### src/rtl/pport_pkg.sv
package pport_pkg;
  localparam int DW    = 8;
  localparam int OFF_W = 3;
  localparam int CTL_W = 6;

  typedef enum logic [OFF_W-1:0] {
    IDX_DATA  = 3'd0,
    IDX_STAT  = 3'd1,
    IDX_CTRL  = 3'd2,
    IDX_EADR  = 3'd3,
    IDX_EDAT0 = 3'd4,
    IDX_EDAT1 = 3'd5,
    IDX_EDAT2 = 3'd6,
    IDX_EDAT3 = 3'd7
  } reg_idx_e;

  localparam int C_STROBE = 0;
  localparam int C_AFD    = 1;
  localparam int C_INIT   = 2;
  localparam int C_SELIN  = 3;
  localparam int C_IEN    = 4;
  localparam int C_DIR    = 5;

  localparam int P_ERR  = 0;
  localparam int P_SEL  = 1;
  localparam int P_PE   = 2;
  localparam int P_ACK  = 3;
  localparam int P_BUSY = 4;
  localparam int P_PD   = 5;
  localparam int P_WAIT = P_PD + DW;
  localparam int PIN_W  = P_WAIT + 1;
endpackage

### src/rtl/pport_sync.sv
module pport_sync #(
  parameter int W      = 8,
  parameter int STAGES = 2
) (
  input  logic         clk,
  input  logic         rst_n,
  input  logic [W-1:0] d,
  output logic [W-1:0] q
);
  logic [STAGES-1:0][W-1:0] chain_q;
  logic [STAGES-1:0][W-1:0] chain_d;

  generate
    if (STAGES == 1) begin : g_single
      always_comb chain_d = d;
    end else begin : g_multi
      always_comb chain_d = {chain_q[STAGES-2:0], d};
    end
  endgenerate

  always_ff @(posedge clk or negedge rst_n) begin
    if (!rst_n) chain_q <= '0;
    else        chain_q <= chain_d;
  end

  assign q = chain_q[STAGES-1];
endmodule

### src/rtl/pport_epp.sv
module pport_epp #(
  parameter int DW      = 8,
  parameter int STB_CYC = 2,
  parameter int TMO_CYC = 16
) (
  input  logic          clk,
  input  logic          rst_n,
  input  logic          start,
  input  logic          start_addr,
  input  logic          start_wr,
  input  logic [DW-1:0] start_byte,
  input  logic          wait_s,
  output logic          busy,
  output logic          astb_n,
  output logic          dstb_n,
  output logic          wr_active,
  output logic [DW-1:0] byte_q,
  output logic          tmo_set
);
  localparam int CNT_W = $clog2(TMO_CYC + 1);
  localparam logic [CNT_W-1:0] STB_LAST = CNT_W'(STB_CYC - 1);
  localparam logic [CNT_W-1:0] STB_END  = CNT_W'(STB_CYC);
  localparam logic [CNT_W-1:0] TMO_LAST = CNT_W'(TMO_CYC - 1);

  logic             busy_q, busy_d;
  logic [CNT_W-1:0] cyc_q, cyc_d;
  logic             seen_q, seen_d;
  logic             isaddr_q, isaddr_d;
  logic             iswr_q, iswr_d;
  logic [DW-1:0]    byte_d;
  logic             resp;
  logic             byte_en;

  assign resp    = seen_q | wait_s;
  assign byte_en = start;

  always_comb begin
    busy_d   = busy_q;
    cyc_d    = cyc_q;
    seen_d   = seen_q;
    isaddr_d = isaddr_q;
    iswr_d   = iswr_q;
    byte_d   = byte_q;
    tmo_set  = 1'b0;
    if (start) begin
      busy_d   = 1'b1;
      cyc_d    = '0;
      seen_d   = 1'b0;
      isaddr_d = start_addr;
      iswr_d   = start_wr;
      byte_d   = start_byte;
    end else if (busy_q) begin
      if ((cyc_q >= STB_LAST) && resp) begin
        busy_d = 1'b0;
      end else if (cyc_q == TMO_LAST) begin
        busy_d  = 1'b0;
        tmo_set = 1'b1;
      end else begin
        cyc_d  = cyc_q + 1'b1;
        seen_d = resp;
      end
    end
  end

  always_ff @(posedge clk or negedge rst_n) begin
    if (!rst_n) begin
      busy_q   <= 1'b0;
      cyc_q    <= '0;
      seen_q   <= 1'b0;
      isaddr_q <= 1'b0;
      iswr_q   <= 1'b0;
    end else begin
      busy_q   <= busy_d;
      cyc_q    <= cyc_d;
      seen_q   <= seen_d;
      isaddr_q <= isaddr_d;
      iswr_q   <= iswr_d;
    end
  end

  always_ff @(posedge clk or negedge rst_n) begin
    if (!rst_n)       byte_q <= '0;
    else if (byte_en) byte_q <= byte_d;
  end

  logic strobe_on;
  assign strobe_on = busy_q && (cyc_q < STB_END);
  assign busy      = busy_q;
  assign astb_n    = ~(strobe_on & isaddr_q);
  assign dstb_n    = ~(strobe_on & ~isaddr_q);
  assign wr_active = busy_q & iswr_q;
endmodule

### src/rtl/pport_flags.sv
module pport_flags (
  input  logic clk,
  input  logic rst_n,
  input  logic ack_s,
  input  logic ien,
  input  logic stat_rd,
  input  logic tmo_set,
  output logic tmo,
  output logic irq_flag,
  output logic ack_fall
);
  logic ack_d_q;
  logic tmo_q, tmo_d;
  logic irq_q, irq_d;

  assign ack_fall = ack_d_q & ~ack_s;

  always_comb begin
    tmo_d = tmo_q;
    if (tmo_set)      tmo_d = 1'b1;
    else if (stat_rd) tmo_d = 1'b0;

    irq_d = irq_q;
    if (ack_fall && ien) irq_d = 1'b1;
    else if (stat_rd)    irq_d = 1'b0;
  end

  always_ff @(posedge clk or negedge rst_n) begin
    if (!rst_n) begin
      ack_d_q <= 1'b0;
      tmo_q   <= 1'b0;
      irq_q   <= 1'b0;
    end else begin
      ack_d_q <= ack_s;
      tmo_q   <= tmo_d;
      irq_q   <= irq_d;
    end
  end

  assign tmo      = tmo_q;
  assign irq_flag = irq_q;
endmodule

### src/rtl/pport_regwin.sv
module pport_regwin
  import pport_pkg::*;
#(
  parameter int ADDR_W      = 5,
  parameter int SYNC_STAGES = 2,
  parameter int STB_CYC     = 2,
  parameter int TMO_CYC     = 16
) (
  input  logic              clk,
  input  logic              rst_n,
  input  logic [ADDR_W-1:0] bus_addr,
  input  logic              bus_wr,
  input  logic              bus_rd,
  input  logic [DW-1:0]     bus_wdata,
  output logic [DW-1:0]     bus_rdata,
  output logic [DW-1:0]     pd_out,
  output logic              pd_oe,
  input  logic [DW-1:0]     pd_in,
  output logic              lp_strobe,
  output logic              lp_autofeed,
  output logic              lp_init_n,
  output logic              lp_select_in,
  input  logic              pin_err_n,
  input  logic              pin_select,
  input  logic              pin_paper_end,
  input  logic              pin_ack_n,
  input  logic              pin_busy_n,
  input  logic              epp_wait,
  output logic              epp_astb_n,
  output logic              epp_dstb_n,
  output logic              epp_write_n,
  output logic              irq
);
  localparam int OFF_LSB = 2;

  // register index decode (byte address bits [1:0] dropped)
  reg_idx_e idx;
  logic     unused_addr;
  assign idx         = reg_idx_e'(bus_addr[OFF_LSB +: OFF_W]);
  assign unused_addr = ^bus_addr;

  logic data_en, ctrl_en, stat_rd, epp_sel, epp_start;
  assign data_en = bus_wr && (idx == IDX_DATA);
  assign ctrl_en = bus_wr && (idx == IDX_CTRL);
  assign stat_rd = bus_rd && (idx == IDX_STAT);
  assign epp_sel = (idx >= IDX_EADR);

  // data and control registers
  logic [DW-1:0]    data_q, data_d;
  logic [CTL_W-1:0] ctrl_q, ctrl_d;

  always_comb begin
    data_d = data_q;
    ctrl_d = ctrl_q;
    if (data_en) data_d = bus_wdata;
    if (ctrl_en) ctrl_d = bus_wdata[CTL_W-1:0];
  end

  always_ff @(posedge clk or negedge rst_n) begin
    if (!rst_n)       data_q <= '0;
    else if (data_en) data_q <= data_d;
  end

  always_ff @(posedge clk or negedge rst_n) begin
    if (!rst_n)       ctrl_q <= '0;
    else if (ctrl_en) ctrl_q <= ctrl_d;
  end

  // input synchronizer
  logic [PIN_W-1:0] pin_raw, pin_s;
  assign pin_raw = {epp_wait, pd_in, pin_busy_n, pin_ack_n,
                    pin_paper_end, pin_select, pin_err_n};

  pport_sync #(.W(PIN_W), .STAGES(SYNC_STAGES)) u_sync (
    .clk   (clk),
    .rst_n (rst_n),
    .d     (pin_raw),
    .q     (pin_s)
  );

  logic [DW-1:0] pd_s;
  assign pd_s = pin_s[P_PD +: DW];

  // enhanced-mode handshake
  logic          epp_busy, epp_wr_active, tmo_set;
  logic [DW-1:0] epp_byte;
  assign epp_start = (bus_wr | bus_rd) & epp_sel & ~epp_busy;

  pport_epp #(.DW(DW), .STB_CYC(STB_CYC), .TMO_CYC(TMO_CYC)) u_epp (
    .clk        (clk),
    .rst_n      (rst_n),
    .start      (epp_start),
    .start_addr (idx == IDX_EADR),
    .start_wr   (bus_wr),
    .start_byte (bus_wdata),
    .wait_s     (pin_s[P_WAIT]),
    .busy       (epp_busy),
    .astb_n     (epp_astb_n),
    .dstb_n     (epp_dstb_n),
    .wr_active  (epp_wr_active),
    .byte_q     (epp_byte),
    .tmo_set    (tmo_set)
  );

  // sticky flags
  logic tmo_flag, irq_flag, ack_fall;

  pport_flags u_flags (
    .clk      (clk),
    .rst_n    (rst_n),
    .ack_s    (pin_s[P_ACK]),
    .ien      (ctrl_q[C_IEN]),
    .stat_rd  (stat_rd),
    .tmo_set  (tmo_set),
    .tmo      (tmo_flag),
    .irq_flag (irq_flag),
    .ack_fall (ack_fall)
  );

  // read mux
  logic [DW-1:0] stat_val;
  assign stat_val = {pin_s[P_BUSY], pin_s[P_ACK], pin_s[P_PE], pin_s[P_SEL],
                     pin_s[P_ERR], 2'b00, tmo_flag};

  always_comb begin
    unique case (idx)
      IDX_DATA: bus_rdata = ctrl_q[C_DIR] ? pd_s : data_q;
      IDX_STAT: bus_rdata = stat_val;
      IDX_CTRL: bus_rdata = {{(DW-CTL_W){1'b0}}, ctrl_q};
      default:  bus_rdata = pd_s;
    endcase
  end

  // pin outputs
  assign pd_oe        = epp_wr_active | ~ctrl_q[C_DIR];
  assign pd_out       = epp_wr_active ? epp_byte : data_q;
  assign epp_write_n  = ~epp_wr_active;
  assign lp_strobe    = ctrl_q[C_STROBE];
  assign lp_autofeed  = ctrl_q[C_AFD];
  assign lp_init_n    = ctrl_q[C_INIT];
  assign lp_select_in = ctrl_q[C_SELIN];
  assign irq          = irq_flag & ctrl_q[C_IEN];
endmodule

### config.mk
export PLATFORM = sky130hd
export DESIGN_NAME = pport_regwin
export DESIGN_NICKNAME = d
export VERILOG_FILES = /design/src/rtl/pport_pkg.sv /design/src/rtl/pport_sync.sv /design/src/rtl/pport_epp.sv /design/src/rtl/pport_flags.sv /design/src/rtl/pport_regwin.sv
export SDC_FILE = /design/constraint.sdc
export NUM_CORES = 1
export LEC_CHECK = 0
export ABC_AREA = 0
export BUFFER_PORTS_ARGS = -buffer_cell sky130_fd_sc_hd__buf_2
export CAP_MARGIN = 25
export CORE_ASPECT_RATIO = 0.7
export CORE_MARGIN = 4
export CORE_UTILIZATION = 30
export DETAILED_ROUTE_END_ITERATION = 12
export GPL_ROUTABILITY_DRIVEN = 0
export PLACE_DENSITY = 0.61
export REMOVE_ABC_BUFFERS = 1
export SLEW_MARGIN = 20
export SYNTH_ARGS = -nofsm -noshare
export SYNTH_HDL_FRONTEND = slang
export SYNTH_SLANG_ARGS = --single-unit
### constraint.sdc
create_clock -name clk -period 2.6 [get_ports clk]
set_input_delay 0.26 -clock clk [delete_from_list [all_inputs] [get_ports clk]]
set_output_delay 0.26 -clock clk [all_outputs]
set_load 0.005 [all_outputs]
==> results by stage <==
Setup path:
- At the worst endpoint, the required time is 2790 ps.
- The kind of critical path is register to register.
- By instance count, the cell type seen most on the critical path is sky130_fd_sc_hd__ha_1.
- The worst setup path is launched from a register.
- The critical-path cell with the highest stage delay is sky130_fd_sc_hd__dfrtp_1.
- Traced cell by cell, the critical path runs through ha_1 -> and3_1 -> ha_1 -> nor4b_1 -> a21oi_2 -> o211ai_1 -> o31ai_1.
- STA puts the critical path data arrival time at 2400 ps.
- The maximum fanout count along the critical path is 9.
- The worst setup path is captured at a register.
- The worst stage delay on the critical path is 450 ps.

STA:
- The number of endpoints with negative hold slack in the final report is 0.
- Setup violations remaining at the end of the flow were counted as 0.
- The maximum frequency from static timing analysis is 452.4 MHz.
- The worst clock skew on the final layout is 4.578 ps.
- At the pin with the least slew margin, the transition time is 791.3 ps.
- Setup repair after global routing left no endpoint under its margin.
- The tightest hold path in the finished design has a slack of 38.54 ps.
- Of the available clock period, the critical path in the final layout requires 0.8501.
- The clock period could shrink to 2210 ps.
- The relative max-transition margin is 0.4696.
- The sum of negative setup slack is 0 ps.
- The total count of max-transition violations in the final report is 0.

Die:
- The die height is 83.92 µm.
- The starting utilization of the core area is 0.3111.
- The die area is 0.009772 mm².
- The floorplan has 27 rows.
- The die is 116.5 µm wide.
- For this design the top-level I/O count stands at 56.
- The core region is 0.007939 mm².

Synth:
- The count of flip-flops with a built-in enable after synthesis is 0.
- Summing every instance area after synthesis gives 0.002470 mm².
- The count of distinct cell types in the synthesized netlist is 39.
- The post-synthesis cell count is 200.
- The number of warnings printed during yosys synthesis is 0.
- The average size of a mapped cell is 12.35 µm².
- Of all flip-flops after synthesis, the portion carrying an async set or reset was 1.000.
- The share of the Yosys chip area taken by registers is 0.6282.
- The count of state elements after synthesis is 62.
- The most used flip-flop cell after synthesis is sky130_fd_sc_hd__dfrtp_1.

Clock network:
- The clock net sink count is 62.
- TritonCTS created 9 clock buffers.
- In this run, post-CTS hold repair placed 0 buffers.
- The number of cells upsized or downsized after cts is 0.
- Clock-pin slew was measured on the worst setup and hold paths at 60 ps.
- The clock tree from TritonCTS is done.
- The clock latency reported for the late side of the worst-skew pair is 320 ps.
- The H-tree generated during clock tree synthesis spans 3 levels.
- The maximum count of clock buffers along a single path is 2.
- In this run the post-CTS setup repair buffer count came out at 0.
- The cell sitting at the root of the clock tree is a sky130_fd_sc_hd__clkbuf_16.

Pwr:
- The worst-case IR drop observed on VDD is 0.4784 mV.
- The design draws 3.220 mW.
- The areal power density over the cells is 1022 mW/mm².
- For this design the static power due to leakage is 1.477 nW.

Route:
- The total number of vias is 1701.
- The wire length after detailed routing is 5.580 mm.
- After detailed routing, the number of remaining DRC violations is 0.
- After detailed routing, the average wire length per cell comes to 15.25 µm.
- The violation count after the first detailed-route iteration is 54.
- The via density per instance is 4.648.
- In this run the remaining antenna-violating nets after routing total 0.
- The number of optimization iterations in the first detailed-route pass is 5.

Global route:
- The met3 track demand over resource in global routing is 0.05362.
- The first global-routing pass estimated 9.004 mm of wire.
- The total routing resource utilization after global routing is 0.1225.
- For met2 alone, demand over resource in global routing was 0.1693.
- The residual overflow from global routing is 0.
- In this run the most used layer during global routing was met1.
- The number of antenna violations at the first check in global routing is 0.
- For this run, global-route usage on met1 was measured as 0.1718.
- The via count of the first global-routing pass is 1726.
- The pin count of the biggest net entering global routing is 63.

Status:
- The run finished with clean final reports.

Finish:
- In the layout the commonest cells are 62 x sky130_fd_sc_hd__dfrtp_1, 53 x sky130_fd_sc_hd__buf_2, 39 x sky130_fd_sc_hd__nand2_1.
- The relative area change from synthesis to final layout is 27.56%.
- Of the cells placed in the final design, the portion with a size suffix greater than 1 is 0.3887.
- After the last flow step, the layout net total stands at 294.
- The number of antenna diodes in the final layout is 0.
- The area of all placed cells without fillers is 0.003151 mm².
- The library cell used most frequently in the layout, excluding fill and tap cells, is sky130_fd_sc_hd__dfrtp_1.

Place:
- Buffers placed on the I/O ports in this run total 53.
- The HPWL after detailed placement is 3.905 mm.
- Summing all placed instances gives a cell area of 0.002845 mm².

Worst hold path:
- The class of the worst hold path is input pin to register.

Run:
- The count of maximum capacitance violations is 0.
-- cells in the mapped netlist, types with 3 or more instances --
| cell type | number | share of area |
|---|---|---|
| sky130_fd_sc_hd__nand2_1 | 39 | 0.059 |
| sky130_fd_sc_hd__ha_1 | 3 | 0.015 |
| sky130_fd_sc_hd__inv_1 | 7 | 0.011 |
| sky130_fd_sc_hd__buf_2 | 4 | 0.0081 |
| sky130_fd_sc_hd__a21oi_1 | 6 | 0.012 |
| sky130_fd_sc_hd__mux2_2 | 22 | 0.10 |
| sky130_fd_sc_hd__o21ai_0 | 3 | 0.0061 |
| sky130_fd_sc_hd__nand3_1 | 3 | 0.0061 |
| sky130_fd_sc_hd__o31ai_1 | 3 | 0.0091 |
| sky130_fd_sc_hd__a22o_1 | 4 | 0.014 |
| sky130_fd_sc_hd__dfrtp_1 | 62 | 0.63 |
| sky130_fd_sc_hd__nor3b_1 | 3 | 0.0091 |
| sky130_fd_sc_hd__nor2_1 | 8 | 0.012 |
-- worst paths after layout --
check	slack, ps	cells after the start	from	end
max	390	7	u_epp.cyc_q[0]	u_epp.cyc_q[2]
min	40	1	pin_select	u_sync.chain_d[15]
max reg2reg	390	7	u_epp.cyc_q[0]	u_epp.cyc_q[2]
min reg2reg	350	0	u_sync.chain_d[27]	u_sync.q[13]
max in group asynchronous	2000	2	rst_n	u_epp.cyc_q[1]
min in group asynchronous	90	2	rst_n	u_sync.chain_d[14]
-- per-stage QoR --
stage | setup WS (ps) | instances | utilization
6_report | 389.7 | 366 | 0.3968
5_1_grt | 280.7 | 366 | 0.3968
4_1_cts | 404.7 | 366 | 0.3968
3_5_place_dp | 423.6 | 350 | 0.3584
3_3_place_gp | 481.2 | 350 | 0.3584
2_1_floorplan | 627.3 | 193 | -
-- critical path, delay by kind of cell, from the launching register on --
kind / cells / cell delay (ps)
adders and majority gates: 2 / 470
and+or+nand+nor: 2 / 620
DFF: 1 / 450
AOI/OAI and AO/OA: 3 / 540
-- sequential cells by signal, indices dropped and copies added, names as in the netlist --
| register | count |
|---|---|
| u_epp.busy | 1 |
| u_flags.ack_d_q | 1 |
| u_sync.chain_d | 14 |
| u_epp.isaddr_q | 1 |
| u_epp.iswr_q | 1 |
| u_sync.q | 14 |
| data_q | 8 |
| u_epp.cyc_q | 5 |
| u_epp.byte_q | 8 |
| ctrl_q | 6 |
| u_flags.irq_flag | 1 |
| u_epp.seen_q | 1 |
| u_flags.tmo | 1 |
-- area by class of cell --
| class | instances | area (µm²) |
|---|---|---|
| timing repair buffer | 56 | 287.8 |
| sequential | 62 | 1551 |
| clock buffer | 9 | 225.2 |
| inverter | 7 | 26.28 |
| fill | 755 | 4788 |
| clock inverter | 7 | 80.08 |
| multi-input combinational | 124 | 853.3 |
| tap | 101 | 126.4 |
-- logic make-up after synthesis --
kind of cell    synth area share
simple gates              0.1317
flops                     0.6282
compound gates           0.09828
mux                       0.1003
buf+inv                  0.02634
fa+ha+maj                0.01520
-- report_power, final --
group	leakage, nW	internal, mW	switching (mW)
combinational	0.588	0.347	0.386
sequential	0.746	1.15	0.142
clock	0.143	0.752	0.442
-- layer usage --
| layer | part of all wire | routed length, µm | vias to the layer above |
|---|---|---|---|
| li1 | - | - | 826 |
| met4 | 0.0018 | 10 | 0 |
| met5 | 0 | 0 | - |
| met1 | 0.50 | 2767 | 823 |
| met3 | 0.058 | 325 | 2 |
| met2 | 0.44 | 2476 | 50 |
Power figures use the tool's default switching activity.
